==> src/rtl/dma_arb_pkg.sv <==
package dma_arb_pkg;

    localparam int unsigned DEF_NUM_CH = 16;

    typedef enum logic {
        ARB_FIXED = 1'b0,
        ARB_ROUND = 1'b1
    } arb_mode_e;

    typedef enum logic {
        ST_IDLE = 1'b0,
        ST_BUSY = 1'b1
    } arb_state_e;

    // Wrapping increment of a channel index
    function automatic int unsigned wrap_add(int unsigned base, int unsigned off, int unsigned n);
        int unsigned s;
        s = base + off;
        if (s >= n) s = s - n;
        return s;
    endfunction

endpackage

==> src/rtl/dma_req_collect.sv <==
module dma_req_collect #(
    parameter int unsigned NUM_CH = dma_arb_pkg::DEF_NUM_CH,
    localparam int unsigned CH_W = $clog2(NUM_CH)
) (
    input  logic              clk,
    input  logic              rst,
    input  logic [NUM_CH-1:0] sw_start_i,
    input  logic [NUM_CH-1:0] hw_req_i,
    input  logic              clr_vld_i,
    input  logic [CH_W-1:0]   clr_ch_i,
    input  logic              link_vld_i,
    input  logic [CH_W-1:0]   link_ch_i,
    output logic [NUM_CH-1:0] req_o
);
    logic [NUM_CH-1:0] pend_q;

    for (genvar c = 0; c < NUM_CH; c++) begin : g_pend
        logic set_c;
        logic clr_c;
        assign set_c = sw_start_i[c] || (link_vld_i && (link_ch_i == CH_W'(c)));
        assign clr_c = clr_vld_i && (clr_ch_i == CH_W'(c));
        always_ff @(posedge clk) begin
            if (rst)        pend_q[c] <= 1'b0;
            else if (set_c) pend_q[c] <= 1'b1;
            else if (clr_c) pend_q[c] <= 1'b0;
        end
    end

    assign req_o = pend_q | hw_req_i;
endmodule

==> src/rtl/dma_link_table.sv <==
module dma_link_table #(
    parameter int unsigned NUM_CH = dma_arb_pkg::DEF_NUM_CH,
    localparam int unsigned CH_W = $clog2(NUM_CH)
) (
    input  logic            clk,
    input  logic            rst,
    input  logic            wr_i,
    input  logic [CH_W-1:0] wr_ch_i,
    input  logic            wr_en_i,
    input  logic [CH_W-1:0] wr_tgt_i,
    input  logic [CH_W-1:0] rd_ch_i,
    output logic            rd_en_o,
    output logic [CH_W-1:0] rd_tgt_o
);
    typedef struct packed {
        logic            en;
        logic [CH_W-1:0] tgt;
    } link_ent_t;

    link_ent_t ent_q [NUM_CH];

    for (genvar c = 0; c < NUM_CH; c++) begin : g_ent
        always_ff @(posedge clk) begin
            if (rst) begin
                ent_q[c] <= '0;
            end else if (wr_i && (wr_ch_i == CH_W'(c))) begin
                ent_q[c].en  <= wr_en_i;
                ent_q[c].tgt <= wr_tgt_i;
            end
        end
    end

    assign rd_en_o  = ent_q[rd_ch_i].en;
    assign rd_tgt_o = ent_q[rd_ch_i].tgt;
endmodule

==> src/rtl/dma_arb_pick.sv <==
module dma_arb_pick
    import dma_arb_pkg::*;
#(
    parameter int unsigned NUM_CH = DEF_NUM_CH,
    localparam int unsigned CH_W = $clog2(NUM_CH)
) (
    input  logic [NUM_CH-1:0] req_i,
    input  arb_mode_e         mode_i,
    input  logic [CH_W-1:0]   last_i,
    output logic              any_o,
    output logic [CH_W-1:0]   win_o
);
    logic [CH_W-1:0] fix_win;
    logic [CH_W-1:0] rr_win;

    // Fixed order: a higher index overwrites a lower one
    always_comb begin
        fix_win = '0;
        for (int i = 0; i < NUM_CH; i++) begin
            if (req_i[i]) fix_win = CH_W'(i);
        end
    end

    // Rotating order: a smaller distance from the pointer overwrites a larger one
    always_comb begin
        rr_win = '0;
        for (int off = NUM_CH; off >= 1; off--) begin
            int unsigned idx;
            idx = wrap_add(int'(last_i), off, NUM_CH);
            if (req_i[idx]) rr_win = CH_W'(idx);
        end
    end

    assign any_o = |req_i;
    assign win_o = (mode_i == ARB_ROUND) ? rr_win : fix_win;
endmodule

==> src/rtl/dma_chan_arbiter.sv <==
module dma_chan_arbiter
    import dma_arb_pkg::*;
#(
    parameter int unsigned NUM_CH = DEF_NUM_CH,
    localparam int unsigned CH_W = $clog2(NUM_CH)
) (
    input  logic              clk,
    input  logic              rst,
    input  logic              mode_i,
    input  logic [NUM_CH-1:0] sw_start_i,
    input  logic [NUM_CH-1:0] hw_req_i,
    input  logic              cfg_wr_i,
    input  logic [CH_W-1:0]   cfg_ch_i,
    input  logic              cfg_link_en_i,
    input  logic [CH_W-1:0]   cfg_link_tgt_i,
    input  logic              done_i,
    output logic              grant_valid_o,
    output logic [CH_W-1:0]   grant_ch_o,
    output logic              busy_o
);
    arb_state_e        state_q;
    logic [CH_W-1:0]   cur_q;
    logic [CH_W-1:0]   last_q;
    logic              gv_q;
    logic [NUM_CH-1:0] req_vec;
    logic              any_req;
    logic [CH_W-1:0]   win;
    logic              lk_en;
    logic [CH_W-1:0]   lk_tgt;
    logic              take;
    logic              finish;

    assign take   = (state_q == ST_IDLE) && any_req;
    assign finish = (state_q == ST_BUSY) && done_i;

    dma_req_collect #(.NUM_CH(NUM_CH)) u_collect (
        .clk        (clk),
        .rst        (rst),
        .sw_start_i (sw_start_i),
        .hw_req_i   (hw_req_i),
        .clr_vld_i  (take),
        .clr_ch_i   (win),
        .link_vld_i (finish && lk_en),
        .link_ch_i  (lk_tgt),
        .req_o      (req_vec)
    );

    dma_link_table #(.NUM_CH(NUM_CH)) u_links (
        .clk      (clk),
        .rst      (rst),
        .wr_i     (cfg_wr_i),
        .wr_ch_i  (cfg_ch_i),
        .wr_en_i  (cfg_link_en_i),
        .wr_tgt_i (cfg_link_tgt_i),
        .rd_ch_i  (cur_q),
        .rd_en_o  (lk_en),
        .rd_tgt_o (lk_tgt)
    );

    dma_arb_pick #(.NUM_CH(NUM_CH)) u_pick (
        .req_i  (req_vec),
        .mode_i (arb_mode_e'(mode_i)),
        .last_i (last_q),
        .any_o  (any_req),
        .win_o  (win)
    );

    always_ff @(posedge clk) begin
        if (rst) begin
            state_q <= ST_IDLE;
            cur_q   <= '0;
            last_q  <= CH_W'(NUM_CH - 1);
            gv_q    <= 1'b0;
        end else begin
            gv_q <= 1'b0;
            unique case (state_q)
                ST_IDLE: if (any_req) begin
                    state_q <= ST_BUSY;
                    cur_q   <= win;
                    last_q  <= win;
                    gv_q    <= 1'b1;
                end
                ST_BUSY: if (done_i) state_q <= ST_IDLE;
                default: state_q <= ST_IDLE;
            endcase
        end
    end

    assign grant_valid_o = gv_q;
    assign grant_ch_o    = cur_q;
    assign busy_o        = (state_q == ST_BUSY);
endmodule

==> config.mk <==
export PLATFORM = sky130hd
export DESIGN_NAME = dma_chan_arbiter
export DESIGN_NICKNAME = d
export VERILOG_FILES = /design/src/rtl/dma_arb_pkg.sv /design/src/rtl/dma_req_collect.sv /design/src/rtl/dma_link_table.sv /design/src/rtl/dma_arb_pick.sv /design/src/rtl/dma_chan_arbiter.sv
export SDC_FILE = /design/constraint.sdc
export NUM_CORES = 1
export LEC_CHECK = 0
export ABC_AREA = 1
export CORE_MARGIN = 2
export CORE_UTILIZATION = 39
export DETAILED_ROUTE_END_ITERATION = 7
export MAX_ROUTING_LAYER = met4
export PLACE_DENSITY = 0.69
export REMOVE_ABC_BUFFERS = 1
export SYNTH_ARGS = -nofsm -noshare
export SYNTH_HDL_FRONTEND = slang
export SYNTH_SLANG_ARGS = --single-unit
==> constraint.sdc <==
create_clock -name clk -period 3.2 [get_ports clk]
set_input_delay 0.96 -clock clk [delete_from_list [all_inputs] [get_ports clk]]
set_output_delay 0.96 -clock clk [all_outputs]
set_load 0.005 [all_outputs]
==> Yosys cells after proc, flatten, opt, wreduce, memory -nomap -nowiden <==
Memories as Yosys holds them, arrays and structs flattened. A register that Yosys moved wholly into a read port is not among the register bits.
Cells that the tools add are included.
{ "classes": {"bitwise": 34, "n_lt_le_gt_ge": 32, "n_reduce_logical": 89, "eq_ne": 45, "mux": 199, "add_sub_neg": 32} }
{ "ops": {"columns": ["operator", "n"], "rows": [
  ["32-bit by 5-bit greater-or-equal comparator with 1-bit output (second input constant)", 16],
  ["32-bit by 5-bit less-than comparator with 1-bit output (second input constant)", 16],
  ["32-bit two-way mux", 16],
  ["32-bit by 5-bit subtractor with 32-bit output (second input constant)", 16],
  ["4-bit two-way mux", 49],
  ["1-bit two-way mux", 117],
  ["4-bit equality test (second input constant)", 24],
  ["1-bit binary-select mux with 4-bit select", 16],
  ["1-bit logical AND", 51],
  ["4-bit by 3-bit equality test with 1-bit output (second input constant)", 12],
  ["4-bit by 4-bit adder with 5-bit output (second input constant)", 8],
  ["1-bit OR", 32],
  ["2-bit nonzero test", 16],
  ["4-bit by 2-bit equality test with 1-bit output (second input constant)", 6],
  ["4-bit by 3-bit adder with 5-bit output (second input constant)", 4],
  ["1-bit logical OR", 16],
  ["16-bit OR", 1],
  ["16-bit OR reduction", 1],
  ["4-bit by 1-bit equality test with 1-bit output (second input constant)", 3],
  ["4-bit logical NOT", 3],
  ["4-bit by 2-bit adder with 5-bit output (second input constant)", 2],
  ["4-bit by 5-bit adder with 6-bit output (second input constant)", 1],
  ["4-bit by 1-bit adder with 5-bit output (second input constant)", 1],
  ["1-bit one-hot mux with 2 select lines", 1],
  ["3 further kinds", 3]
]} }
{ "word_totals": {"input_bits": 46, "n_memories": 1, "out_inout_bits": 6, "mem_bits_rw": 80, "reg_bits": 26, "word_cells": 452} }
{ "memory_table": {"columns": ["name", "words", "word_bits", "rd", "rd_clocked_by_memory_dff", "write_ports", "line_no", "text"], "rows": [
  ["u_links.ent_q", 16, 5, 1, 1, 16, "dma_link_table.sv:20", "link_ent_t ent_q [NUM_CH];"]
]} }

==> Logic depth before layout (Yosys ltp) <==
{ "logic_depth": {"word_depth": 26, "ltp_mapped": 33, "depth_no_buf": 32} }

==> Hierarchy <==
A second synthesis with hierarchy kept.
{ "hier_totals": {"hier_cells": 1051, "hier_area_um2": 7126.8} }
{ "by_module_without_submodules": {"columns": ["module", "n_inst", "seq_area_each_um2", "cells_each", "area_each_um2"], "rows": [
  ["dma_link_table", 1, 2402.3, 475, 4035.1],
  ["dma_arb_pick", 1, 0.0, 387, 1813.0],
  ["dma_req_collect", 1, 320.3, 151, 945.9],
  ["dma_chan_arbiter", 1, 200.2, 38, 332.8]
]} }

==> Least setup slack after synthesis <==
No wires, ideal clock.
{ "synth_path": {"path_kind": "reg2reg", "from": "register last_q[1]", "to": "register u_collect.pend_q[15]", "n_path_buf": 2, "t_arrival_ns": 2.959, "path_slack_ns": 0.103, "synth_period_minus_slack_ns": 3.097, "path_stages_with_launch": 31, "cell_sequence": "dfxtp_1 inv_1 buf_2 ha_1 inv_1 buf_2 nand3_1 nand2_1 nor2_1 a31oi_1 nand2_1 nand2_2 inv_2 nand2_1 nand2_1 a21oi_2 nand2_1 nand2_1 nand2_1 nand2_1 nand2_1 nand2_1 nand2_1 nand2_1 nand2_2 nand2_4 nand2_4 nor2_4 nand2_1 nand2_1 a21oi_2"} }
{ "synth_between": {"elab_chain_cells": 25, "elab_cells_between_ends": 116, "classes_between": "add/sub: 32; order compare: 16; eq/ne: 1; mux: 65; reduce/logical: 2"} }
{ "synth_lines": {"columns": ["item", "line_no", "text"], "rows": [
  ["start, declared", "dma_chan_arbiter.sv:23", "logic [CH_W-1:0] last_q;"],
  ["start signal, assigned", "dma_chan_arbiter.sv:72", "last_q <= CH_W'(NUM_CH - 1);"],
  ["start signal, assigned", "dma_chan_arbiter.sv:80", "last_q <= win;"],
  ["4-bit by 5-bit adder with 6-bit output", "dma_arb_pkg.sv:18", "s = base + off;"],
  ["32-bit by 5-bit subtractor with 32-bit output or 32-bit by 5-bit greater-or-equal comparator with 1-bit output (tied branches)", "dma_arb_pkg.sv:19", "if (s >= n) s = s - n;"],
  ["32-bit two-way mux", "dma_arb_pkg.sv:19", null],
  ["1-bit binary-select mux with 4-bit select", "dma_arb_pick.sv:30", "if (req_i[idx]) rr_win = CH_W'(idx);"],
  ["1-bit two-way mux (not written as such)", "dma_arb_pick.sv:30", null],
  ["4-bit two-way mux (15 in a row)", "dma_arb_pick.sv:30", null],
  ["4-bit two-way mux *", "dma_arb_pick.sv:30", null],
  ["4-bit two-way mux *", "dma_arb_pick.sv:35", "assign win_o = (mode_i == ARB_ROUND) ? rr_win : fix_win;"],
  ["4-bit equality test *", "dma_req_collect.sv:21", "assign clr_c = clr_vld_i && (clr_ch_i == CH_W'(c));"],
  ["1-bit logical AND *", "dma_req_collect.sv:21", null],
  ["2-bit nonzero test (no line) *", null, null],
  ["end signal, assigned by index", "dma_req_collect.sv:23", "if (rst) pend_q[c] <= 1'b0;"],
  ["end signal, assigned by index", "dma_req_collect.sv:24", "else if (set_c) pend_q[c] <= 1'b1;"],
  ["end signal, assigned by index", "dma_req_collect.sv:25", "else if (clr_c) pend_q[c] <= 1'b0;"],
  ["end, declared", "dma_req_collect.sv:15", "logic [NUM_CH-1:0] pend_q;"]
]} }
Every way passes the cells marked *; elsewhere a longest branch is shown, timed or not. The select of a mux whose other input is x is not followed.
A chain may end at the register's enable or synchronous reset.

==> Final worst setup path <==
{ "layout_path": {"from": "input hw_req_i[4]", "to": "register u_collect.pend_q[0]"} }
{ "layout_between": {"elab_chain_cells": 23, "elab_cells_between_ends": 67, "classes_between": "mux: 61; bitwise: 1; reduce/logical: 5"} }
{ "layout_lines": {"columns": ["item", "line_no", "text"], "rows": [
  ["start, declared", "dma_chan_arbiter.sv:11", "input logic [NUM_CH-1:0] hw_req_i,"],
  ["16-bit OR *", "dma_req_collect.sv:29", "assign req_o = pend_q | hw_req_i;"],
  ["1-bit binary-select mux with 4-bit select", "dma_arb_pick.sv:30", null],
  ["1-bit two-way mux (not written as such)", "dma_arb_pick.sv:30", null],
  ["4-bit two-way mux (16 in a row)", "dma_arb_pick.sv:30", null],
  ["4-bit two-way mux", "dma_arb_pick.sv:35", null],
  ["4-bit logical NOT", "dma_req_collect.sv:21", null],
  ["1-bit logical AND *", "dma_req_collect.sv:21", null],
  ["2-bit nonzero test (no line) *", null, null]
]} }
Marked as above.

==> impl_metrics.toml <==
[worst_setup_path]
max_stage_delay_ps = 160
required_ps = 3440
critical_path.slowest_cell = "and2_4"
cp_common_cell = "nand2_1"
critical_path_arrival_ps = 3460
crit-reg2reg-launch = "last_q[1]"
crit_start_category = "input port"
critical_path.endpoint_type = "flop"
crit_start = "hw_req_i[4]"
critPathMaxFanout = 4
path_class = "input port to flop"

[logic_synthesis]
synthDistinctLibCells = 41
postSynthRegisterBits = 110
postSynth.asyncResetShare = 0
post_synth_inst_count = 935
synth_seq_area_share = 0.4338
syn-cell-area_sq_um = 6923
synth-warning-count = 0
synth_area_per_cell_sq_um = 7.404
synth-edff-count = 80
synth_ff_type = "edfxtp_1"

[final_layout]
fillCellCount = 1522
post_layout_nonfiller_instances = 1311
num_antenna_cells = 0
mostFrequentLayoutCells = "nand2_1 (182), nor2_1 (150), buf_4 (106)"
multi_input_logic_area_sq_um = 4307
final_common_cell = "nand2_1"
num-nets-final = 1135
area.growth.synth_to_final_pct = 39.73
layout-drive-gt1-share = 0.3195
final-seq-area_sq_um = 3014
final_core_utilization = 0.5592

[placement]
hpwlAfterDp_microns = 15570
placedCellCount = 1265
place.port_buffers = 51
place_worst_setup_slack_ps = -950.0
gp_weighted_congestion = 0.9428

[power_and_ir_drop]
p_total_uw = 6443
power_leakage_uw = 0.004089
p_per_area_nw_per_um2 = 666.1
vdd.ir_drop.worst_mv = 0.3545

[timing]
timing_worst_slew_pin_value_ps = 720.2
fin_worst_skew_ps = 5.951
setup_repair_after_global_routing_missed_its_margin = "yes"
hold_violations = 0
finalSetupTns_ps = -42.17
max_freq_mhz = 310.3
final-setup-viol-count = 6
final.min_clock_period_ps = 3223
timing.final.crit_share = 1.007
timing.final.max_slew_violations = 0
max-slew-margin-rel = 0.5193
final.setup.worst_slack_ps = -22.52

[routing]
final_antenna_net_count = 0
drt-total-wl_microns = 22980
met1Wirelength_microns = 9252
drc = 0
drtIter0Drc = 894
routed_via_count = 7218
met2_length_microns = 11480
detailedRoute.firstPassIterationCount = 5
avgRoutedWirePerCell_microns = 17.53
met3WireLength_microns = 1657
top_layer_used = "met4"
post_drt_via_cell_ratio = 5.506

[clock_tree]
clkSlewWorstSetupHoldPaths_ps = 70
cts_tree = "done"
cts_hold_repair.buffers = 0
htree_levels = 3
clock_tree.buffer_depth = 2
cts_num_sinks = 110
clock-root-buffer = "clkbuf_16"
numCtsBuffers = 9
clock_latency_ps = 360

[grt]
first_global_vias = 6908
overflow_left_after_global_routing = 0
antenna_found_initial = 0
grt_max_degree = 41
grt_pass1_wl_microns = 34680
grtUsageTotal = 0.2440

[die]
initial_core_utilization = 0.4002
area_of_the_core_sq_um = 17300
floorplan_row_count = 48
fp.dieArea_sq_um = 18830
pin_count = 52
die_h_microns = 137.2
die_w_microns = 137.2

[outcome]
failing_checks = "setup timing"
outcome = "finished with violations"

[worst_hold_path]
min-delay-path-class = "flop to flop"
hold_start = "grant_ch_o[0]"

[run]
maxCapViolations = 0
-- synthesized netlist by cell type, drive strengths merged (2+ instances only) --
cell,count,share of area
dfxtp,30,0.087
o211ai,10,0.011
ha,7,0.013
o21a,2,0.0022
a31oi,12,0.011
inv,77,0.042
nor3,7,0.0051
o21ai,51,0.037
and2,2,0.0018
clkbuf,24,0.014
nor2,174,0.10
o21bai,5,0.0054
nand3,96,0.074
edfxtp,80,0.35
o221ai,14,0.018
xor2,3,0.0087
buf,11,0.0096
a21oi,64,0.052
xnor2,2,0.0052
nand2,251,0.14
o22ai,7,0.0063
-- routing by layer --
metal  track usage  up-vias
met3       0.04489       56
met2        0.4008      318
li1              -     3445
met1        0.3025     3399
met5             -        -
met4       0.08534        0
-- timing repair --
item | CTS | global route
pin swaps | 56 | 58
endpoints found under the hold margin | 0 | 0
buffers inserted | 16 | 18
resized for setup | 180 | 111
endpoints found under the setup margin | 28 | 28
-- cell families after synthesis --
group / Yosys count / share of synthesized area
fa+ha+maj: 7 / 0.01265
flops: 110 / 0.4338
simple gates: 533 / 0.3279
compound gates: 167 / 0.1442
buf+inv: 113 / 0.06759
xor+xnor: 5 / 0.01392
-- final cells by class --
class / instances / area share
Clock buffer: 9 / 0.02328
Clock inverter: 6 / 0.008149
Timing Repair Buffer: 172 / 0.1517
Multi-Input combinational cell: 712 / 0.4452
Inverter: 77 / 0.03091
Sequential cell: 110 / 0.3116
Tap cell: 225 / 0.02910
-- stage by stage --
stage | area, sq um | hold WS (ps)
after floorplan | 6746 | 432.8
after global placement | 8227 | 449.6
after detailed placement | 8227 | 469.6
after CTS | 9065 | 502.4
after global routing | 9673 | 530.3
final | 9673 | 515.1
-- state kept, by name, summed over array words and instances (netlist names), named ones only --
name	count
grant_ch_o	4
grant_valid_o	1
busy_o	1
last_q	4
u_links.ent_q	80
u_collect.pend_q	16
-- final timing paths --
path                                            end  slack [ps]  cells after the start
worst max-delay path            u_collect.pend_q[0]         -20                     31
worst min-delay path                           flop         520                      2
worst max register to register  u_collect.pend_q[0]         -10                     31
worst min register to register                 flop         520                      2
-- critical path: cells and delay by family --
kind | cells | cell delay, ps
AOI/OAI and AO/OA | 1 | 120
buffers and inverters | 4 | 410
and+or+nand+nor | 26 | 1980
-- where the power goes --
part / internal [uW] / switching [uW]
logic: 1430 / 2140
registers: 1640 / 84.0
clock network: 620 / 538
total: 3680 / 2760
No activity file was read; power rests on OpenSTA's default activity.
